<file path="src/rtl/synl_pkg.sv">
package synl_pkg;

    // Width used for period and low-time measurements
    localparam int unsigned MEAS_W = 16;

    // Duty acceptance bands in percent of the period, inclusive
    localparam int unsigned MARK_LO_PCT = 22;
    localparam int unsigned MARK_HI_PCT = 28;
    localparam int unsigned ONE_LO_PCT  = 45;
    localparam int unsigned ONE_HI_PCT  = 55;
    localparam int unsigned ZERO_LO_PCT = 72;
    localparam int unsigned ZERO_HI_PCT = 78;

    typedef enum logic [1:0] {
        SYM_MARK = 2'd0,
        SYM_ONE  = 2'd1,
        SYM_ZERO = 2'd2,
        SYM_BAD  = 2'd3
    } sym_t;

    // One completed period measurement
    typedef struct packed {
        logic              ev;      // closing falling edge of a measured period
        logic              in_rng;  // period inside the accepted band
        logic [MEAS_W-1:0] per;     // period in sampling clocks
        logic [MEAS_W-1:0] low;     // low time in sampling clocks
    } meas_t;

    function automatic logic in_band(input logic [MEAS_W-1:0] low,
                                     input logic [MEAS_W-1:0] per,
                                     input int unsigned lo_pct,
                                     input int unsigned hi_pct);
        int unsigned l100;
        int unsigned p;
        l100 = 32'(low) * 100;
        p    = 32'(per);
        return (l100 >= p * lo_pct) && (l100 <= p * hi_pct);
    endfunction

    function automatic sym_t classify(input logic [MEAS_W-1:0] low,
                                      input logic [MEAS_W-1:0] per);
        if (in_band(low, per, MARK_LO_PCT, MARK_HI_PCT))
            return SYM_MARK;
        else if (in_band(low, per, ONE_LO_PCT, ONE_HI_PCT))
            return SYM_ONE;
        else if (in_band(low, per, ZERO_LO_PCT, ZERO_HI_PCT))
            return SYM_ZERO;
        else
            return SYM_BAD;
    endfunction

    // Shortest accepted period: ceiling of sample rate over fastest line rate
    function automatic int unsigned per_min(input int unsigned sample_khz,
                                            input int unsigned fast_khz);
        return (sample_khz + fast_khz - 1) / fast_khz;
    endfunction

    // Longest accepted period: floor of sample rate over slowest line rate
    function automatic int unsigned per_max(input int unsigned sample_khz,
                                            input int unsigned slow_khz);
        return sample_khz / slow_khz;
    endfunction

endpackage

</file>
<file path="src/rtl/synl_enc.sv">
module synl_enc
    import synl_pkg::*;
#(
    parameter int unsigned PERIOD    = 400,
    parameter int unsigned DATA_BITS = 8
) (
    input  logic                 clk,
    input  logic                 rst,
    input  logic                 en,
    input  logic [DATA_BITS-1:0] tx_word,
    output logic                 pull_low
);
    localparam int unsigned PH_W = $clog2(PERIOD);
    localparam int unsigned SL_W = $clog2(DATA_BITS + 1);
    localparam logic [PH_W-1:0] W_MARK = PH_W'(PERIOD / 4);
    localparam logic [PH_W-1:0] W_ONE  = PH_W'(PERIOD / 2);
    localparam logic [PH_W-1:0] W_ZERO = PH_W'((PERIOD * 3) / 4);
    localparam logic [PH_W-1:0] PH_END = PH_W'(PERIOD - 1);
    localparam logic [SL_W-1:0] SL_END = SL_W'(DATA_BITS);

    logic                 run_q;
    logic [PH_W-1:0]      ph_q;
    logic [SL_W-1:0]      slot_q;
    logic [PH_W-1:0]      width_q;
    logic [DATA_BITS-1:0] snap_q;

    logic [SL_W-1:0]      slot_nx;
    logic [SL_W-1:0]      bidx;
    logic [DATA_BITS-1:0] word_nx;
    logic                 bit_nx;
    sym_t                 sym_nx;
    logic [PH_W-1:0]      width_nx;

    always_comb begin
        slot_nx = (slot_q == SL_END) ? '0 : slot_q + 1'b1;
        // the marker period is the sampling point for the outgoing word
        word_nx = (slot_q == '0) ? tx_word : snap_q;
        bidx    = slot_nx - 1'b1;
        bit_nx  = 1'b0;
        for (int i = 0; i < int'(DATA_BITS); i++) begin
            if (bidx == SL_W'(i))
                bit_nx = word_nx[i];
        end
        if (slot_nx == '0)
            sym_nx = SYM_MARK;
        else
            sym_nx = bit_nx ? SYM_ONE : SYM_ZERO;
        case (sym_nx)
            SYM_MARK: width_nx = W_MARK;
            SYM_ONE:  width_nx = W_ONE;
            default:  width_nx = W_ZERO;
        endcase
    end

    always_ff @(posedge clk) begin
        if (rst) begin
            run_q <= 1'b0;
        end else begin
            run_q <= en;
        end
    end

    always_ff @(posedge clk) begin
        if (rst || !run_q) begin
            ph_q    <= '0;
            slot_q  <= '0;
            width_q <= W_MARK;
            snap_q  <= '0;
        end else if (ph_q == PH_END) begin
            ph_q    <= '0;
            slot_q  <= slot_nx;
            width_q <= width_nx;
            if (slot_q == '0)
                snap_q <= tx_word;
        end else begin
            ph_q <= ph_q + 1'b1;
        end
    end

    assign pull_low = run_q && (ph_q < width_q);

endmodule

</file>
<file path="src/rtl/synl_meas.sv">
module synl_meas
    import synl_pkg::*;
#(
    parameter int unsigned PMIN    = 381,
    parameter int unsigned PMAX    = 421,
    parameter int unsigned TIMEOUT = 842
) (
    input  logic  clk,
    input  logic  rst,
    input  logic  line,
    output meas_t meas,
    output logic  timeout
);
    localparam int unsigned CNT_W = $clog2(TIMEOUT + 1);
    localparam logic [CNT_W-1:0] CNT_SAT = CNT_W'(TIMEOUT);
    localparam logic [CNT_W-1:0] CNT_TO  = CNT_W'(TIMEOUT - 1);

    logic             s1_q, s2_q, s3_q;
    logic [CNT_W-1:0] cnt_q;
    logic             have_q;
    logic [MEAS_W-1:0] low_q;
    logic             fall, rise;
    logic [MEAS_W-1:0] span;

    assign fall = s3_q && !s2_q;
    assign rise = !s3_q && s2_q;
    assign span = MEAS_W'(cnt_q) + 1'b1;

    always_ff @(posedge clk) begin
        if (rst) begin
            s1_q   <= 1'b1;
            s2_q   <= 1'b1;
            s3_q   <= 1'b1;
            cnt_q  <= '0;
            have_q <= 1'b0;
            low_q  <= '0;
        end else begin
            s1_q <= line;
            s2_q <= s1_q;
            s3_q <= s2_q;
            if (fall)
                cnt_q <= '0;
            else if (cnt_q != CNT_SAT)
                cnt_q <= cnt_q + 1'b1;
            if (rise)
                low_q <= span;
            if (fall)
                have_q <= 1'b1;
            else if (timeout)
                have_q <= 1'b0;
        end
    end

    assign timeout = have_q && !fall && (cnt_q == CNT_TO);

    always_comb begin
        meas.ev     = fall && have_q;
        meas.per    = span;
        meas.low    = low_q;
        meas.in_rng = (span >= MEAS_W'(PMIN)) && (span <= MEAS_W'(PMAX));
    end

endmodule

</file>
<file path="src/rtl/synl_rx.sv">
module synl_rx
    import synl_pkg::*;
#(
    parameter int unsigned DATA_BITS = 8
) (
    input  logic                 clk,
    input  logic                 rst,
    input  meas_t                meas,
    input  logic                 timeout,
    output logic                 tick,
    output logic                 mark,
    output logic                 bit_stb,
    output logic                 bit_val,
    output logic                 ferr,
    output logic [DATA_BITS-1:0] word,
    output logic                 word_vld
);
    localparam int unsigned IW = (DATA_BITS > 1) ? $clog2(DATA_BITS) : 1;
    localparam logic [IW-1:0] IDX_LAST = IW'(DATA_BITS - 1);

    sym_t                 sym;
    logic                 dbit;
    logic                 coll_q;
    logic [IW-1:0]        idx_q;
    logic [DATA_BITS-1:0] asm_q;
    logic [DATA_BITS-1:0] asm_nx;

    always_comb begin
        sym    = classify(meas.low, meas.per);
        dbit   = (sym == SYM_ONE);
        asm_nx = asm_q;
        for (int i = 0; i < int'(DATA_BITS); i++) begin
            if (idx_q == IW'(i))
                asm_nx[i] = dbit;
        end
    end

    always_ff @(posedge clk) begin
        if (rst) begin
            tick     <= 1'b0;
            mark     <= 1'b0;
            bit_stb  <= 1'b0;
            bit_val  <= 1'b0;
            ferr     <= 1'b0;
            word     <= '0;
            word_vld <= 1'b0;
            coll_q   <= 1'b0;
            idx_q    <= '0;
            asm_q    <= '0;
        end else begin
            tick     <= 1'b0;
            mark     <= 1'b0;
            bit_stb  <= 1'b0;
            ferr     <= 1'b0;
            word_vld <= 1'b0;
            if (timeout) begin
                coll_q <= 1'b0;
            end else if (meas.ev) begin
                if (!meas.in_rng) begin
                    coll_q <= 1'b0;
                end else begin
                    tick <= 1'b1;
                    case (sym)
                        SYM_MARK: begin
                            mark   <= 1'b1;
                            coll_q <= 1'b1;
                            idx_q  <= '0;
                        end
                        SYM_ONE, SYM_ZERO: begin
                            bit_stb <= 1'b1;
                            bit_val <= dbit;
                            if (coll_q) begin
                                asm_q <= asm_nx;
                                if (idx_q == IDX_LAST) begin
                                    word     <= asm_nx;
                                    word_vld <= 1'b1;
                                    coll_q   <= 1'b0;
                                end else begin
                                    idx_q <= idx_q + 1'b1;
                                end
                            end
                        end
                        default: begin
                            ferr   <= 1'b1;
                            coll_q <= 1'b0;
                        end
                    endcase
                end
            end
        end
    end

endmodule

</file>
<file path="src/rtl/synl_lock.sv">
module synl_lock #(
    parameter int unsigned GOOD_N = 4,
    parameter int unsigned BAD_N  = 2
) (
    input  logic clk,
    input  logic rst,
    input  logic ev,
    input  logic in_rng,
    input  logic timeout,
    output logic locked
);
    localparam int unsigned GW = $clog2(GOOD_N + 1);
    localparam int unsigned BW = $clog2(BAD_N + 1);

    logic [GW-1:0] good_q;
    logic [BW-1:0] bad_q;

    always_ff @(posedge clk) begin
        if (rst) begin
            good_q <= '0;
            bad_q  <= '0;
            locked <= 1'b0;
        end else if (timeout) begin
            good_q <= '0;
            bad_q  <= '0;
            locked <= 1'b0;
        end else if (ev) begin
            if (in_rng) begin
                bad_q <= '0;
                if (good_q != GW'(GOOD_N))
                    good_q <= good_q + 1'b1;
                if (good_q == GW'(GOOD_N - 1))
                    locked <= 1'b1;
            end else begin
                good_q <= '0;
                if (bad_q != BW'(BAD_N))
                    bad_q <= bad_q + 1'b1;
                if (bad_q == BW'(BAD_N - 1))
                    locked <= 1'b0;
            end
        end
    end

endmodule

</file>
<file path="src/rtl/synl_codec.sv">
module synl_codec
    import synl_pkg::*;
#(
    parameter int unsigned SAMPLE_KHZ   = 200000,
    parameter int unsigned LINE_NOM_KHZ = 500,
    parameter int unsigned LINE_MIN_KHZ = 475,
    parameter int unsigned LINE_MAX_KHZ = 525,
    parameter int unsigned DATA_BITS    = 8,
    parameter int unsigned PHASE_W      = 5,
    parameter int unsigned LOCK_GOOD    = 4,
    parameter int unsigned LOCK_BAD     = 2
) (
    input  logic                 clk,
    input  logic                 rst,
    input  logic [PHASE_W-1:0]   cfg_phase,
    input  logic [DATA_BITS-1:0] tx_word,
    input  logic                 line_in,
    output logic                 line_pull_low,
    output logic                 rx_tick,
    output logic                 rx_mark,
    output logic                 rx_bit_stb,
    output logic                 rx_bit,
    output logic                 rx_frame_err,
    output logic [DATA_BITS-1:0] rx_word,
    output logic                 rx_word_vld,
    output logic                 rx_locked
);
    localparam int unsigned PERIOD  = SAMPLE_KHZ / LINE_NOM_KHZ;
    localparam int unsigned PMIN    = per_min(SAMPLE_KHZ, LINE_MAX_KHZ);
    localparam int unsigned PMAX    = per_max(SAMPLE_KHZ, LINE_MIN_KHZ);
    localparam int unsigned TIMEOUT = 2 * PMAX;

    logic  is_master;
    logic  line_sense;
    meas_t meas;
    logic  timeout;

    assign is_master  = (cfg_phase == '0);
    // wired-AND of the external level and the local pull-down
    assign line_sense = line_in && !line_pull_low;

    synl_enc #(
        .PERIOD    (PERIOD),
        .DATA_BITS (DATA_BITS)
    ) u_enc (
        .clk      (clk),
        .rst      (rst),
        .en       (is_master),
        .tx_word  (tx_word),
        .pull_low (line_pull_low)
    );

    synl_meas #(
        .PMIN    (PMIN),
        .PMAX    (PMAX),
        .TIMEOUT (TIMEOUT)
    ) u_meas (
        .clk     (clk),
        .rst     (rst),
        .line    (line_sense),
        .meas    (meas),
        .timeout (timeout)
    );

    synl_rx #(
        .DATA_BITS (DATA_BITS)
    ) u_rx (
        .clk      (clk),
        .rst      (rst),
        .meas     (meas),
        .timeout  (timeout),
        .tick     (rx_tick),
        .mark     (rx_mark),
        .bit_stb  (rx_bit_stb),
        .bit_val  (rx_bit),
        .ferr     (rx_frame_err),
        .word     (rx_word),
        .word_vld (rx_word_vld)
    );

    synl_lock #(
        .GOOD_N (LOCK_GOOD),
        .BAD_N  (LOCK_BAD)
    ) u_lock (
        .clk     (clk),
        .rst     (rst),
        .ev      (meas.ev),
        .in_rng  (meas.in_rng),
        .timeout (timeout),
        .locked  (rx_locked)
    );

endmodule

</file>
<file path="config.mk">
export PLATFORM = sky130hd
export DESIGN_NAME = synl_codec
export DESIGN_NICKNAME = d
export VERILOG_FILES = /design/src/rtl/synl_pkg.sv /design/src/rtl/synl_enc.sv /design/src/rtl/synl_meas.sv /design/src/rtl/synl_rx.sv /design/src/rtl/synl_lock.sv /design/src/rtl/synl_codec.sv
export SDC_FILE = /design/constraint.sdc
export NUM_CORES = 1
export LEC_CHECK = 0
export CORE_UTILIZATION = 40
export CTS_BUF_LIST = sky130_fd_sc_hd__clkbuf_16
export CTS_CLUSTER_DIAMETER = 60
export DETAILED_ROUTE_END_ITERATION = 10
export HOLD_SLACK_MARGIN = 0.12
export SLEW_MARGIN = 20
export SYNTH_ARGS = -nofsm -noshare
export SYNTH_HDL_FRONTEND = slang
export SYNTH_SLANG_ARGS = --single-unit
</file>
<file path="constraint.sdc">
create_clock -name clk -period 16.8 [get_ports clk]
set_input_delay 1.68 -clock clk [delete_from_list [all_inputs] [get_ports clk]]
set_output_delay 1.68 -clock clk [all_outputs]
set_load 0.01 [all_outputs]
</file>
==> results.ini <==
[floorplanning]
die_outline_area_um2 = 31100
ioPinCount = 32
placement_rows = 63
die_y_um = 176
die_x_um = 176
initial_utilization_pct = 40.9
core_um2 = 29800

[global_routing]
grt_overflow_total = 0
vias_in_the_first_global_route = 9869
largest_net_degree_at_the_start_of_global_routing = 48
antenna_found_initial = 0
grt_usage_pct = 21.3
grt_first_pass_wirelength_um = 52000

[detailed_routing]
detail_route.wl_per_cell_um = 17.6
wirelength_um = 32600
drt_drc_violations_left = 0
drtPass1Iterations = 5
num_vias = 10100
ant_nets = 0
drt-vias-per-instance = 5.42
drt_first_iter_violations = 608

[cells_and_area]
total_area_of_multi_input_combinational_cells_um2 = 9620
postLayoutCellArea_um2 = 13200
drive_above_1_share_pct = 5.46
layout.area.seq_um2 = 1660
layout-area-overhead-vs-synth_pct = 8.82
postLayoutCoreUtil_pct = 44.5
final_common_cell = sky130_fd_sc_hd__ha_1
layout.cells.most_common_list = sky130_fd_sc_hd__ha_1, sky130_fd_sc_hd__inv_1, sky130_fd_sc_hd__nor2_1
finalNetCount = 1804
antenna-diode-count = 0
num-fill-cells = 2983
finish.cell_count_without_fillers = 1855

[pwr]
power_per_cell_area_nw_per_um2 = 47.6
leakagePower_uw = 0.00647
peakVddDrop_mv = 0.0755

[timing]
report.final.hold_viol_count = 0
fin_tns_setup_ps = 0
fmax_mhz = 110
worstMarginPinSlew_ps = 949
period_needed_ps = 9100
period_share_pct = 54.2
finalSetupViolCount = 0
slew_violations = 0
slew-limit-headroom_pct = 36.3
skew_ps = 8.43
rsz0062_at_grt = false

[cts]
cts_max_path_buffers = 2
cts_tree = built
cts_hold_buf = 0
postCtsSetupBuffers = 0
cts_resized = 0
insertion_delay_ps = 340
ctsRootBufferMaster = sky130_fd_sc_hd__clkbuf_16
cts_made_buffers = 9
htreeDepth = 3
cts.clk_slew.worst_paths_ps = 70
cts_num_sinks = 83

[place]
gp_congestion = 0.911
portBuffers = 31
postPlaceCellArea_um2 = 13000
placed_cells_incl_taps = 1839
detailedPlacementHpwl_um = 27100

[setup_path]
cp_data_required_time_ps = 17000
critical_path.n_buffers_inverters = 3
cp-end-kind = flip-flop
critical_path_arrival_ps = 9310
critical_path.startpoint_type = flip-flop
crit_path_top_delay_cell = sky130_fd_sc_hd__dfxtp_1
critical_path_peak_fanout = 15
timing.critical_path.mode_cell = sky130_fd_sc_hd__ha_1
max_stage_delay_ps = 760
critPathTopFamily = simple AND/OR/NAND/NOR gates
timing.setup.critical_path_class = reg -> reg

[status]
run_status = finished, final reports clean

[synth]
ys_ff_latch = 83
seq_area_frac_synth_pct = 13.6
post-synth-top-area-fraction_pct = 27.7
syn-cell-area_um2 = 12200
post_synth.cell_area_avg_um2 = 8.53
synth.area.top_cells = sky130_fd_sc_hd__ha_1, sky130_fd_sc_hd__dfxtp_1, sky130_fd_sc_hd__fa_1, sky130_fd_sc_hd__inv_1, sky130_fd_sc_hd__xnor2_1
synth_warnings = 0
synth.largest_area_cell = sky130_fd_sc_hd__ha_1
async_reset_ff_share_pct = 0
synthDistinctLibCells = 88
number_of_enable_flip_flop_cells_after_synthesis = 0
synth_cells = 1427
postSynthNetCount = 1771
synthFlopType = sky130_fd_sc_hd__dfxtp_1

[worst_hold_path]
worst_hold_path_type = reg -> reg

[flow_run]
max-cap-violations = 0

-- cells by family (layout without fill, tap and decap cells) --
group,count (synthesis),count (layout),synth area share [%]
and+or+nand+nor,372,372,15.7
adders and majority gates,331,331,37.5
AOI/OAI and AO/OA,288,288,15.9
buffers and inverters,228,266,7.33
xor gates and xnor gates,93,93,6.84
DFF,83,83,13.6
muxes,32,32,3.05
-- report_power, final --
group	internal [uW]	total [uW]	switching (uW)	leakage, uW
logic	96.3	237	140	0.00567
registers	199	203	4.48	0.000670
clock network	102	191	88.7	0.000132
-- synth_stat cells, drive strengths merged, types with 4 or more instances --
library cell and n:
ha 270, inv 202, nor2 95, a21oi 88, dfxtp 83, nand2 68
fa 58, xnor2 57, nand3 46, o21ai 46, xor2 36, nand2b 34
nand4 28, a21o 26, nor2b 25, nor3 25, a211oi 20, o21a 20
mux2i 18, clkbuf 15, a31oi 12, mux2 11, or2 11, buf 10
and2 7, and3 7, nor3b 7, o211ai 7, o31ai 7, a2111oi 5
nor4 5, o21bai 5, o31a 5, or3 5, a211o 4, a31o 4
-- final timing paths --
| kind | from | end | slack (ps) | depth (start not counted) |
|---|---|---|---|---|
| worst max-delay path | u_meas.cnt_q[0] | u_rx.word[2] | 7700 | 31 |
| worst min-delay path | u_meas.s1_q | u_meas.s2_q | 410 | 1 |
| worst max register to register | u_meas.cnt_q[0] | u_rx.word[2] | 7700 | 31 |
| worst min register to register | u_meas.s1_q | u_meas.s2_q | 410 | 1 |
-- flip-flops by register name (all words and copies together), names as in the netlist, 2 cells and up --
name / cells
u_meas.cnt_q: 10
u_meas.low_q: 11
u_lock.bad_q: 2
u_enc.slot_q: 4
u_rx.word: 8
u_enc.ph_q: 9
u_rx.asm_q: 7
u_rx.idx_q: 3
u_lock.good_q: 3
u_enc.width_q: 5
u_enc.snap_q: 8
-- layer usage --
layer / GRT usage [%] / part of all wire, % / vias to the layer above
met5: 0 / 0 / -
met4: 7.65 / 3.5 / 0
met3: 1.55 / 4.2 / 59
met2: 36.1 / 47 / 230
met1: 28.4 / 46 / 4718
li1: - / - / 5044
-- layout make-up --
| type | instances | share of cell area, % |
|---|---|---|
| clock buffer | 9 | 1.70 |
| clock inverter | 7 | 0.425 |
| inverter | 203 | 5.78 |
| multi-input combinational | 1116 | 72.6 |
| sequential | 83 | 12.5 |
| tap | 390 | 3.68 |
| timing repair buffer | 47 | 3.25 |
-- per-stage QoR --
step	hold slack [ps]	power, uW	worst slack [ps]
finish	411	631	7700
global route	422	671	7100
CTS	415	635	7880
detailed placement	400	441	7960
global placement	399	439	8130
floorplan	389	368	8960
(Power assumes the default switching activity.)
